**src/rtl/rxen_pkg.sv**
```systemverilog
package rxen_pkg;

  typedef enum logic [1:0] {
    ST_SLEEP = 2'b00,
    ST_START = 2'b01,
    ST_RECV  = 2'b10
  } rx_state_e;

  // Range pin code to range number; code 11 maps to the fastest range.
  function automatic logic [1:0] decode_range(input logic [1:0] pins);
    logic [1:0] r;
    case (pins)
      2'b00:   r = 2'd0;
      2'b01:   r = 2'd1;
      2'b10:   r = 2'd2;
      default: r = 2'd3;
    endcase
    return r;
  endfunction

endpackage

```
**src/rtl/rxen_sync.sv**
```systemverilog
module rxen_sync #(
  parameter int STAGES = 2
) (
  input  logic clk_i,
  input  logic rst_i,
  input  logic d_i,
  output logic q_o
);

  logic [STAGES-1:0] chain;

  for (genvar i = 0; i < STAGES; i++) begin : g_stage
    if (i == 0) begin : g_first
      always_ff @(posedge clk_i) begin
        if (rst_i) chain[0] <= 1'b0;
        else       chain[0] <= d_i;
      end
    end else begin : g_next
      always_ff @(posedge clk_i) begin
        if (rst_i) chain[i] <= 1'b0;
        else       chain[i] <= chain[i-1];
      end
    end
  end

  assign q_o = chain[STAGES-1];

endmodule

```
**src/rtl/rxen_cfg_hold.sv**
```systemverilog
module rxen_cfg_hold
  import rxen_pkg::*;
(
  input  logic       clk_i,
  input  logic       rst_i,
  input  logic       sleep_i,
  input  logic       mode_i,
  input  logic [1:0] br_i,
  output logic       mode_o,
  output logic [1:0] range_o
);

  // Capture the configuration pins only while asleep; hold them otherwise.
  always_ff @(posedge clk_i) begin
    if (rst_i) begin
      mode_o  <= 1'b0;
      range_o <= 2'd0;
    end else if (sleep_i) begin
      mode_o  <= mode_i;
      range_o <= decode_range(br_i);
    end
  end

endmodule

```
**src/rtl/rxen_tick_gen.sv**
```systemverilog
module rxen_tick_gen #(
  parameter int DIV_LO = 10,
  parameter int DIV_HI = 14,
  parameter int XMAX   = 8
) (
  input  logic       clk_i,
  input  logic       rst_i,
  input  logic       run_i,
  input  logic       mode_i,
  input  logic [1:0] range_i,
  output logic       btick_o,
  output logic       base_tick_o,
  output logic       ext_tick_o
);

  localparam int DIV_MAX = (DIV_HI > DIV_LO) ? DIV_HI : DIV_LO;
  localparam int DW      = $clog2(DIV_MAX);
  localparam int XW      = (XMAX > 1) ? $clog2(XMAX) : 1;

  logic [DW-1:0] div_cnt;
  logic [DW-1:0] div_lim;
  logic [XW-1:0] x_cnt;
  logic [XW-1:0] x_lim;
  logic          x_hit;

  assign div_lim = mode_i ? DW'(DIV_HI - 1) : DW'(DIV_LO - 1);
  assign x_lim   = XW'((XMAX >> range_i) - 1);
  assign btick_o = run_i && (div_cnt == div_lim);
  assign x_hit   = btick_o && (x_cnt == x_lim);

  always_ff @(posedge clk_i) begin
    if (rst_i) begin
      div_cnt     <= '0;
      x_cnt       <= '0;
      base_tick_o <= 1'b0;
      ext_tick_o  <= 1'b0;
    end else begin
      base_tick_o <= btick_o;
      ext_tick_o  <= x_hit;
      if (!run_i) begin
        div_cnt <= '0;
        x_cnt   <= '0;
      end else begin
        div_cnt <= btick_o ? '0 : div_cnt + 1'b1;
        if (btick_o) x_cnt <= x_hit ? '0 : x_cnt + 1'b1;
      end
    end
  end

endmodule

```
**src/rtl/rxen_fsm.sv**
```systemverilog
module rxen_fsm
  import rxen_pkg::*;
#(
  parameter int SU0 = 897,
  parameter int SU1 = 513,
  parameter int SU2 = 513,
  parameter int SU3 = 321
) (
  input  logic       clk_i,
  input  logic       rst_i,
  input  logic       en_i,
  input  logic       btick_i,
  input  logic [1:0] range_i,
  output rx_state_e  state_o,
  output logic       rx_ready_o
);

  localparam int SU_A   = (SU0 > SU1) ? SU0 : SU1;
  localparam int SU_B   = (SU2 > SU3) ? SU2 : SU3;
  localparam int SU_MAX = (SU_A > SU_B) ? SU_A : SU_B;
  localparam int SW     = $clog2(SU_MAX + 1);

  logic [SW-1:0] su_cnt;
  logic [SW-1:0] su_lim;
  logic          su_done;
  rx_state_e     nxt;

  always_comb begin
    case (range_i)
      2'd0:    su_lim = SW'(SU0 - 1);
      2'd1:    su_lim = SW'(SU1 - 1);
      2'd2:    su_lim = SW'(SU2 - 1);
      default: su_lim = SW'(SU3 - 1);
    endcase
  end

  assign su_done = btick_i && (su_cnt == su_lim);

  always_comb begin
    nxt = state_o;
    if (!en_i) begin
      nxt = ST_SLEEP;
    end else begin
      case (state_o)
        ST_SLEEP: nxt = ST_START;
        ST_START: if (su_done) nxt = ST_RECV;
        ST_RECV:  nxt = ST_RECV;
        default:  nxt = ST_SLEEP;
      endcase
    end
  end

  always_ff @(posedge clk_i) begin
    if (rst_i) begin
      state_o    <= ST_SLEEP;
      rx_ready_o <= 1'b0;
      su_cnt     <= '0;
    end else begin
      state_o    <= nxt;
      rx_ready_o <= (nxt == ST_RECV);
      if (state_o != ST_START || !en_i) su_cnt <= '0;
      else if (btick_i)                 su_cnt <= su_cnt + 1'b1;
    end
  end

endmodule

```
**src/rtl/rxen_seq.sv**
```systemverilog
module rxen_seq
  import rxen_pkg::*;
#(
  parameter int DIV_LO      = 10,
  parameter int DIV_HI      = 14,
  parameter int XMAX        = 8,
  parameter int SU0         = 897,
  parameter int SU1         = 513,
  parameter int SU2         = 513,
  parameter int SU3         = 321,
  parameter int SYNC_STAGES = 2
) (
  input  logic       clk_i,
  input  logic       rst_i,
  input  logic       enable_i,
  input  logic       mode_i,
  input  logic [1:0] br_i,
  output logic       base_tick_o,
  output logic       ext_tick_o,
  output logic [1:0] range_o,
  output logic [1:0] state_o,
  output logic       rx_ready_o
);

  logic      en_sync;
  logic      cfg_mode;
  logic [1:0] cfg_range;
  logic      btick;
  logic      run;
  rx_state_e state;

  rxen_sync #(.STAGES(SYNC_STAGES)) sync_i (
    .clk_i (clk_i),
    .rst_i (rst_i),
    .d_i   (enable_i),
    .q_o   (en_sync)
  );

  rxen_cfg_hold cfg_i (
    .clk_i   (clk_i),
    .rst_i   (rst_i),
    .sleep_i (state == ST_SLEEP),
    .mode_i  (mode_i),
    .br_i    (br_i),
    .mode_o  (cfg_mode),
    .range_o (cfg_range)
  );

  assign run = (state != ST_SLEEP) && en_sync;

  rxen_tick_gen #(.DIV_LO(DIV_LO), .DIV_HI(DIV_HI), .XMAX(XMAX)) tick_i (
    .clk_i       (clk_i),
    .rst_i       (rst_i),
    .run_i       (run),
    .mode_i      (cfg_mode),
    .range_i     (cfg_range),
    .btick_o     (btick),
    .base_tick_o (base_tick_o),
    .ext_tick_o  (ext_tick_o)
  );

  rxen_fsm #(.SU0(SU0), .SU1(SU1), .SU2(SU2), .SU3(SU3)) fsm_i (
    .clk_i      (clk_i),
    .rst_i      (rst_i),
    .en_i       (en_sync),
    .btick_i    (btick),
    .range_i    (cfg_range),
    .state_o    (state),
    .rx_ready_o (rx_ready_o)
  );

  assign state_o = state;
  assign range_o = cfg_range;

endmodule

```
**config.mk**
```make
export PLATFORM = sky130hd
export DESIGN_NAME = rxen_seq
export DESIGN_NICKNAME = d
export VERILOG_FILES = /design/src/rtl/rxen_pkg.sv /design/src/rtl/rxen_sync.sv /design/src/rtl/rxen_cfg_hold.sv /design/src/rtl/rxen_tick_gen.sv /design/src/rtl/rxen_fsm.sv /design/src/rtl/rxen_seq.sv
export SDC_FILE = /design/constraint.sdc
export NUM_CORES = 1
export LEC_CHECK = 0
export BUFFER_PORTS_ARGS = -buffer_cell sky130_fd_sc_hd__buf_4
export CORE_MARGIN = 4
export CORE_UTILIZATION = 30
export CTS_CLUSTER_DIAMETER = 30
export CTS_CLUSTER_SIZE = 8
export DETAILED_ROUTE_END_ITERATION = 10
export MAX_ROUTING_LAYER = met4
export PLACE_DENSITY = 0.46
export RECOVER_POWER = 100
export SYNTH_ARGS = -nofsm -noshare
export SYNTH_HDL_FRONTEND = slang
export SYNTH_SLANG_ARGS = --single-unit
```
**constraint.sdc**
```tcl
create_clock -name clk_i -period 4.5 [get_ports clk_i]
set_clock_uncertainty 0.1 [all_clocks]
set_input_delay 0.45 -clock clk_i [delete_from_list [all_inputs] [get_ports clk_i]]
set_output_delay 0.45 -clock clk_i [all_outputs]
set_load 0.02 [all_outputs]
```
==> out/results.tsv, run 1 <==
stage	metric	value	unit
drt	wl_met3	89	microns
die	die_width	73.8	microns
clock_network	clk_pin_slew	0.09	ns
power	power.density	276	nW/um^2
synth	synthDistinctLibCells	34	
finish	multi_input_area	718	sq um
die	die-area	5450	sq um
clock_network	clk_latency	0.27	ns
clock_network	cts_tree	built	
clock_network	cts_setup_buffers	0	
die	coreArea	4090	sq um
clock_network	cts_resized	0	
power	ir_worst_vdd	129	uV
sta	worst_slew_pin_slew	0.545	ns
clock_network	htreeDepth	1	
finish	area_growth	11.5	%
place	place_hpwl	2.04	mm
critical_path	setup.worst_path.class	reg2reg	
finish	final_nets	173	
sta	drv_slew	0	
run	drv_cap	0	
drt	vias	1008	
sta	rsz0062_at_grt	no	
finish	layout-drive-gt1-share	0.0696	
critical_path	start_kind	register	
global_route	grt.overflow.total	0	
synth	avgSynthCellArea	9.09	sq um
synth	yosys_warnings	0	
finish	nFillCells	445	
global_route	track_usage	0.103	
place	io_buffers	12	
sta	final_hold_viol_count	0	
drt	vias_per_cell	4.85	
clock_network	hold_buffers	0	
sta	slew_headroom	0.634	
drt	ant_nets	0	
sta	final-setup-viol-count	0	
critical_path	critPathArrivalTime	2.10	ns
sta	whs	0.273	ns
global_route	antenna_found_initial	0	
drt	wl_met2	1.22	mm
global_route	grt_max_degree	16	
global_route	grt_first_pass_wirelength	4.26	mm
sta	fin_crit_sh	0.445	
die	die_h	73.8	microns
drt	wl	2.57	mm
die	initial_core_util	0.318	
finish	final-seq-area	541	sq um
min_path	hold_class	in2reg	
clock_network	cts.sinks	27	
finish	diodes	0	
synth	synthesis.area	1300	sq um
global_route	first_global_vias	972	
synth	syn_nets	157	
critical_path	cp_max_fo	8	
critical_path	crit_required	4.60	ns
drt	drt-pass1-iter-count	4	
place	gp_congestion	0.833	
drt	drt-initial-drc-count	40	
power	power.leakage	0.495	nW
clock_network	cts_buffers	3	
clock_network	clk_path_buf_depth	2	
drt	wl_per_cell	12.3	microns
synth	netlist_instances	143	
die	ioPinCount	13	
outcome	outcome	finished, final reports clean	
die	core.rowCount	23	
critical_path	end_kind	register	
drt	wl_met1	1.25	mm
drt	drc	0	
clock_network	root_buffer	clkbuf_8	
synth	ys_seq_area_frac	0.416	
sta	fin_crit	2.00	ns
sta	max_freq	500	MHz
sta	tns	0	ns
synth	synth_seq_cells	27	
drt	top_layer_used	met4	
critical path, stage by stage, from the launching register on:
cell and delay, ns:
dfxtp_1 0.46, or2_0 0.39, nand4_1 0.30, or4b_1 0.54, a21oi_1 0.14
cell type report:
cell class	instances	area share
Timing Repair Buffer	12	0.0440
Clock buffer	3	0.0285
Inverter	5	0.0129
Tap cell	50	0.0431
Sequential cell	27	0.373
Clock inverter	1	0.00345
Multi-Input combinational cell	110	0.495
synth_stat cells:
library cell,instances,share of area
or2_1,1,0.0048
o22ai_1,1,0.0048
nor4_1,3,0.014
o211ai_1,1,0.0058
a21oi_1,10,0.039
o31ai_1,1,0.0058
or4_1,2,0.012
nand4b_1,1,0.0067
nor4b_1,1,0.0067
and3_1,3,0.014
nor4_2,1,0.0096
dfxtp_1,27,0.42
xor2_1,6,0.040
nand3_1,5,0.019
nand4_4,1,0.016
ha_1,8,0.077
nand3b_1,2,0.012
o21ai_0,5,0.019
o2111ai_1,1,0.0067
or3_1,1,0.0048
or4b_1,2,0.015
nor2b_1,6,0.029
nor2_1,13,0.038
xnor2_2,1,0.013
buf_4,1,0.0058
a31oi_1,1,0.0048
nand2_1,15,0.043
a21boi_0,2,0.012
nor3_1,3,0.012
nand4_1,2,0.0096
inv_1,5,0.014
xnor2_1,6,0.040
mux2i_1,2,0.015
nand2b_1,3,0.014
placed cells by master, fill, tap and decap left out:
cell type / n
o211ai_1: 1
or2_0: 1
inv_1: 5
clkinv_2: 1
mux2i_1: 2
ha_1: 8
clkbuf_8: 3
a21boi_0: 2
a21oi_1: 10
buf_4: 4
o2111ai_1: 1
o31ai_1: 1
xnor2_1: 6
or4b_1: 2
nand2_1: 15
a31oi_1: 1
xor2_1: 6
nand4b_1: 1
dfxtp_1: 27
nor3_1: 3
nand2b_1: 3
nor2b_1: 6
nand3b_1: 2
nor2_1: 13
or4_1: 2
clkbuf_1: 7
nand3_1: 5
o22ai_1: 1
o21ai_0: 5
nor4_1: 3
nor4b_1: 1
clkbuf_4: 1
and3_1: 3
xnor2_2: 1
or3_1: 1
nor4_2: 1
nand4_1: 3
power by group:
part	internal (mW)	switching (mW)
combinational	0.00924	0.0116
clock	0.0619	0.0727
sequential	0.241	0.00312
routing by layer:
layer	GRT usage	vias up
met5	-	-
met4	0.0121	0
met3	0.0287	2
met2	0.169	13
met1	0.130	466
li1	-	527
flip-flops by register name, summed over array words and instances, names as in the netlist:
register	count
fsm_i.su_cnt	10
tick_i.div_cnt	4
tick_i.x_cnt	3
cfg_i.range_o	2
fsm_i.state_o	2
cfg_i.mode_o	1
fsm_i.rx_ready_o	1
sync_i.chain	1
sync_i.q_o	1
tick_i.base_tick_o	1
tick_i.ext_tick_o	1
through the flow:
step | util | cells | setup WS, ns | area [sq um] | total power [mW]
3_5_place_dp | 0.354 | 204 | 2.62 | 1450 | 0.273
6_report | 0.355 | 208 | 2.50 | 1450 | 0.400
2_1_floorplan | - | 143 | 2.78 | 1300 | 0.263
5_1_grt | 0.355 | 208 | 2.32 | 1450 | 0.416
4_1_cts | 0.365 | 208 | 2.59 | 1490 | 0.411
3_3_place_gp | 0.354 | 204 | 2.68 | 1450 | 0.273
cells by family (layout without fill, tap and decap cells):
kind of cell	Yosys count	after routing	share of synthesized area
simple gates	65	65	0.281
flops	27	27	0.416
compound gates	22	22	0.0972
xor+xnor	13	13	0.0934
fa+ha+maj	8	8	0.0770
buf+inv	6	21	0.0202
mux	2	2	0.0154
final timing paths:
kind                    startpoint          endpoint  slack, ns  cells after the start
hold reg to reg    sync_i.chain[0]        sync_i.q_o       0.35                      1
setup / recovery  fsm_i.state_o[1]   fsm_i.su_cnt[7]       2.50                      4
hold / removal               rst_i  cfg_i.range_o[1]       0.27                      2
setup reg to reg  fsm_i.state_o[1]   fsm_i.su_cnt[7]       2.50                      4
(Power assumes the default switching activity.)
==> run 2, diff against run 1 <==
ABC_AREA = 1   (was default)
clock period = 1.86 ns   (was 4.5 ns; I/O delays follow)
==> run 2 against run 1 <==
- critical endpoint is now fsm_i.su_cnt[8]
- cell count up 29%
- first-iteration DRC count decreased by 38%
- sequential power rose by 140%
- critical path type unchanged
- highest routed layer unchanged
- synthesized cell count increased by 41%
==> out/results.tsv, run 2 <==
stage	metric	value	unit
die	coreArea	4470	sq um
sta	final-setup-viol-count	0	
finish	final_nets	231	
clock_network	clk_latency	0.28	ns
global_route	first_global_vias	1188	
sta	worst_slew_pin_slew	0.266	ns
finish	area_growth	10.6	%
clock_network	cts_buffers	3	
synth	syn_nets	215	
synth	yosysMostFrequentCell	nand2_1	
synth	netlist_instances	201	
place	io_buffers	12	
global_route	grt_first_pass_wirelength	5.09	mm
finish	layout-drive-gt1-share	0.111	
synth	synth_edf_count	0	
synth	ys_seq_area_frac	0.382	
drt	drt-initial-drc-count	25	
sta	fin_crit	1.58	ns
critical_path	critPathMaxStageDelay	0.39	ns
die	core.rowCount	24	
power	ir_worst_vdd	377	uV
critical_path	end_kind	register	
power	p_switching	0.234	mW
critical_path	crit_required	1.94	ns
drt	wl	2.71	mm
sta	fin_crit_sh	0.849	
clock_network	clk_path_buf_depth	2	
power	switching_share	0.235	
critical_path	slowest_stage	dfxtp_1	
synth	synth_common_cells	nand2_1 (51), nor2_1 (34), inv_1 (33), dfxtp_1 (27), nand3_1 (9)	
drt	vias	1135	
synth	async_reset_ff_frac	0	
drt	vias_per_cell	4.24	
min_path	holdPathStages	2	
clock_network	cts.sinks	27	
clock_network	clk_pin_slew	0.10	ns
finish	largest-register	fsm_i.su_cnt	
place	gp_congestion	0.715	
die	die_width	76.7	microns
sta	drv_slew	0	
power	power.leakage	0.636	nW
power	comb_power_share	0.061	
power	power.density	635	nW/um^2
finish	diodes	0	
drt	drc	0	
finish	finalNonFillerCells	268	
sta	final_hold_viol_count	0	
critical_path	start_kind	register	
critical_path	reg2reg_slack	0.28	ns
clock_network	root_buffer	clkbuf_8	
critical_path	r2r-start	tick_i.div_cnt[0]	
synth	synth_seq_cells	27	
finish	layout_commonest_cell	nand2_1	
sta	rsz0062_at_grt	no	
clock_network	cts_tree	built	
synth	avgSynthCellArea	7.04	sq um
finish	reg.largest.list	fsm_i.su_cnt (10), tick_i.div_cnt (4), tick_i.x_cnt (3)	
die	die_h	76.7	microns
die	initial_core_util	0.316	
global_route	grt.overflow.total	0	
outcome	outcome	finished, final reports clean	
power	power_frac_seq	0.593	
global_route	track_usage	0.108	
global_route	grt_max_degree	16	
power	power.internal	0.760	mW
synth	yosys_warnings	0	
finish	largest_reg_flops	10	
global_route	antenna_found_initial	0	
sta	tns	0	ns
place	place_hpwl	2.11	mm
critical_path	crit_start	tick_i.div_cnt[0]	
drt	ant_nets	0	
critical_path	cp.depth	8	
critical_path	critPathBufInv	1	
critical_path	endpoint	fsm_i.su_cnt[8]	
clock_network	hold_buffers	1	
finish	nFillCells	504	
synth	synthFlopType	dfxtp_1	
sta	max_freq	633	MHz
synth	synth_top_area_cell	dfxtp_1	
synth	synth_top_area_frac	0.382	
critical_path	cp_top_family	simple AND/OR/NAND/NOR gates	
critical_path	cp_max_fo	12	
drt	wl_per_cell	10.1	microns
die	die-area	5880	sq um
critical_path	critPathArrivalTime	1.66	ns
critical_path	worstRegToRegCells	8	
place	dp.cells	263	
die	ioPinCount	13	
critical_path	setup.worst_path.class	reg2reg	
sta	whs	0.0390	ns
finish	final_cell_mix	nand2_1 (51), nor2_1 (34), inv_1 (33)	
critical_path	path_cells	ha_1 -> inv_1 -> nor2_4 -> nand3_4 -> nor2_2 -> nand3_1 -> nand2_1 -> nor2_1	
power	clockPowerShare	0.346	
synth	synthesis.area	1420	sq um
clock_network	cts_resized	0	
sta	slew_headroom	0.824	
clock_network	cts_setup_buffers	0	
clock_network	htreeDepth	1	
drt	drt-pass1-iter-count	4	
synth	synthTopCellsByArea	dfxtp_1 (38%), nand2_1 (14%), nor2_1 (9.0%), inv_1 (8.8%), ha_1 (7.1%)	
critical_path	worstReg2RegEnd	fsm_i.su_cnt[8]	
run	drv_cap	0	
min_path	hold_class	in2reg	
synth	synthDistinctLibCells	25	
## run 2: area by class of cell
type                       instances  area (sq um)  area share
timing repair buffer              13          73.8      0.0472
multi-input combinational        136           704       0.450
inverter                          36           135      0.0863
clock buffer                       3          41.3      0.0264
sequential                        27           541       0.345
tap                               52          65.1      0.0416
clock inverter                     1          5.00     0.00320
## run 2: logic make-up after synthesis
family,after synthesis,synth area share
AOI/OAI and AO/OA,14,0.0548
adders and majority gates,8,0.0707
xor gates and xnor gates,4,0.0248
buffers and inverters,38,0.107
and+or+nand+nor,110,0.361
DFF,27,0.382
## run 2: how the worst min path moves through the flow
stage / from / endpoint / slack (ns)
global route: rst_i / sync_i.chain[0] / 0.04
global placement: enable_i / sync_i.chain[0] / 0.30
finish: rst_i / sync_i.q_o / 0.04
floorplan: enable_i / sync_i.chain[0] / 0.19
CTS: rst_i / sync_i.q_o / 0.03
detailed placement: enable_i / sync_i.chain[0] / 0.30
## run 2: through the flow
stage	setup slack, ns	area, sq um	power, mW	utilization
2_1_floorplan	0.397	1420	0.644	-
3_3_place_gp	0.277	1550	0.666	0.347
3_5_place_dp	0.240	1550	0.665	0.347
4_1_cts	0.225	1610	1.02	0.360
5_1_grt	0.104	1570	1.04	0.350
6_report	0.280	1570	0.994	0.350
## run 2: metal layers
| metal | global-route usage | part of all wire | vias up |
|---|---|---|---|
| met5 | - | 0 | - |
| met2 | 0.172 | 0.44 | 12 |
| li1 | - | - | 639 |
| met4 | 0.0435 | 0.020 | 0 |
| met3 | 0.0222 | 0.032 | 5 |
| met1 | 0.132 | 0.51 | 479 |
## run 2: power groups by stage
stage / clock, mW / sequential [mW] / combinational, mW
CTS: 0.362 / 0.590 / 0.0645
detailed placement: 0 / 0.603 / 0.0624
global placement: 0 / 0.603 / 0.0634
global route: 0.379 / 0.591 / 0.0701
finish: 0.344 / 0.589 / 0.0605
floorplan: 0 / 0.606 / 0.0376
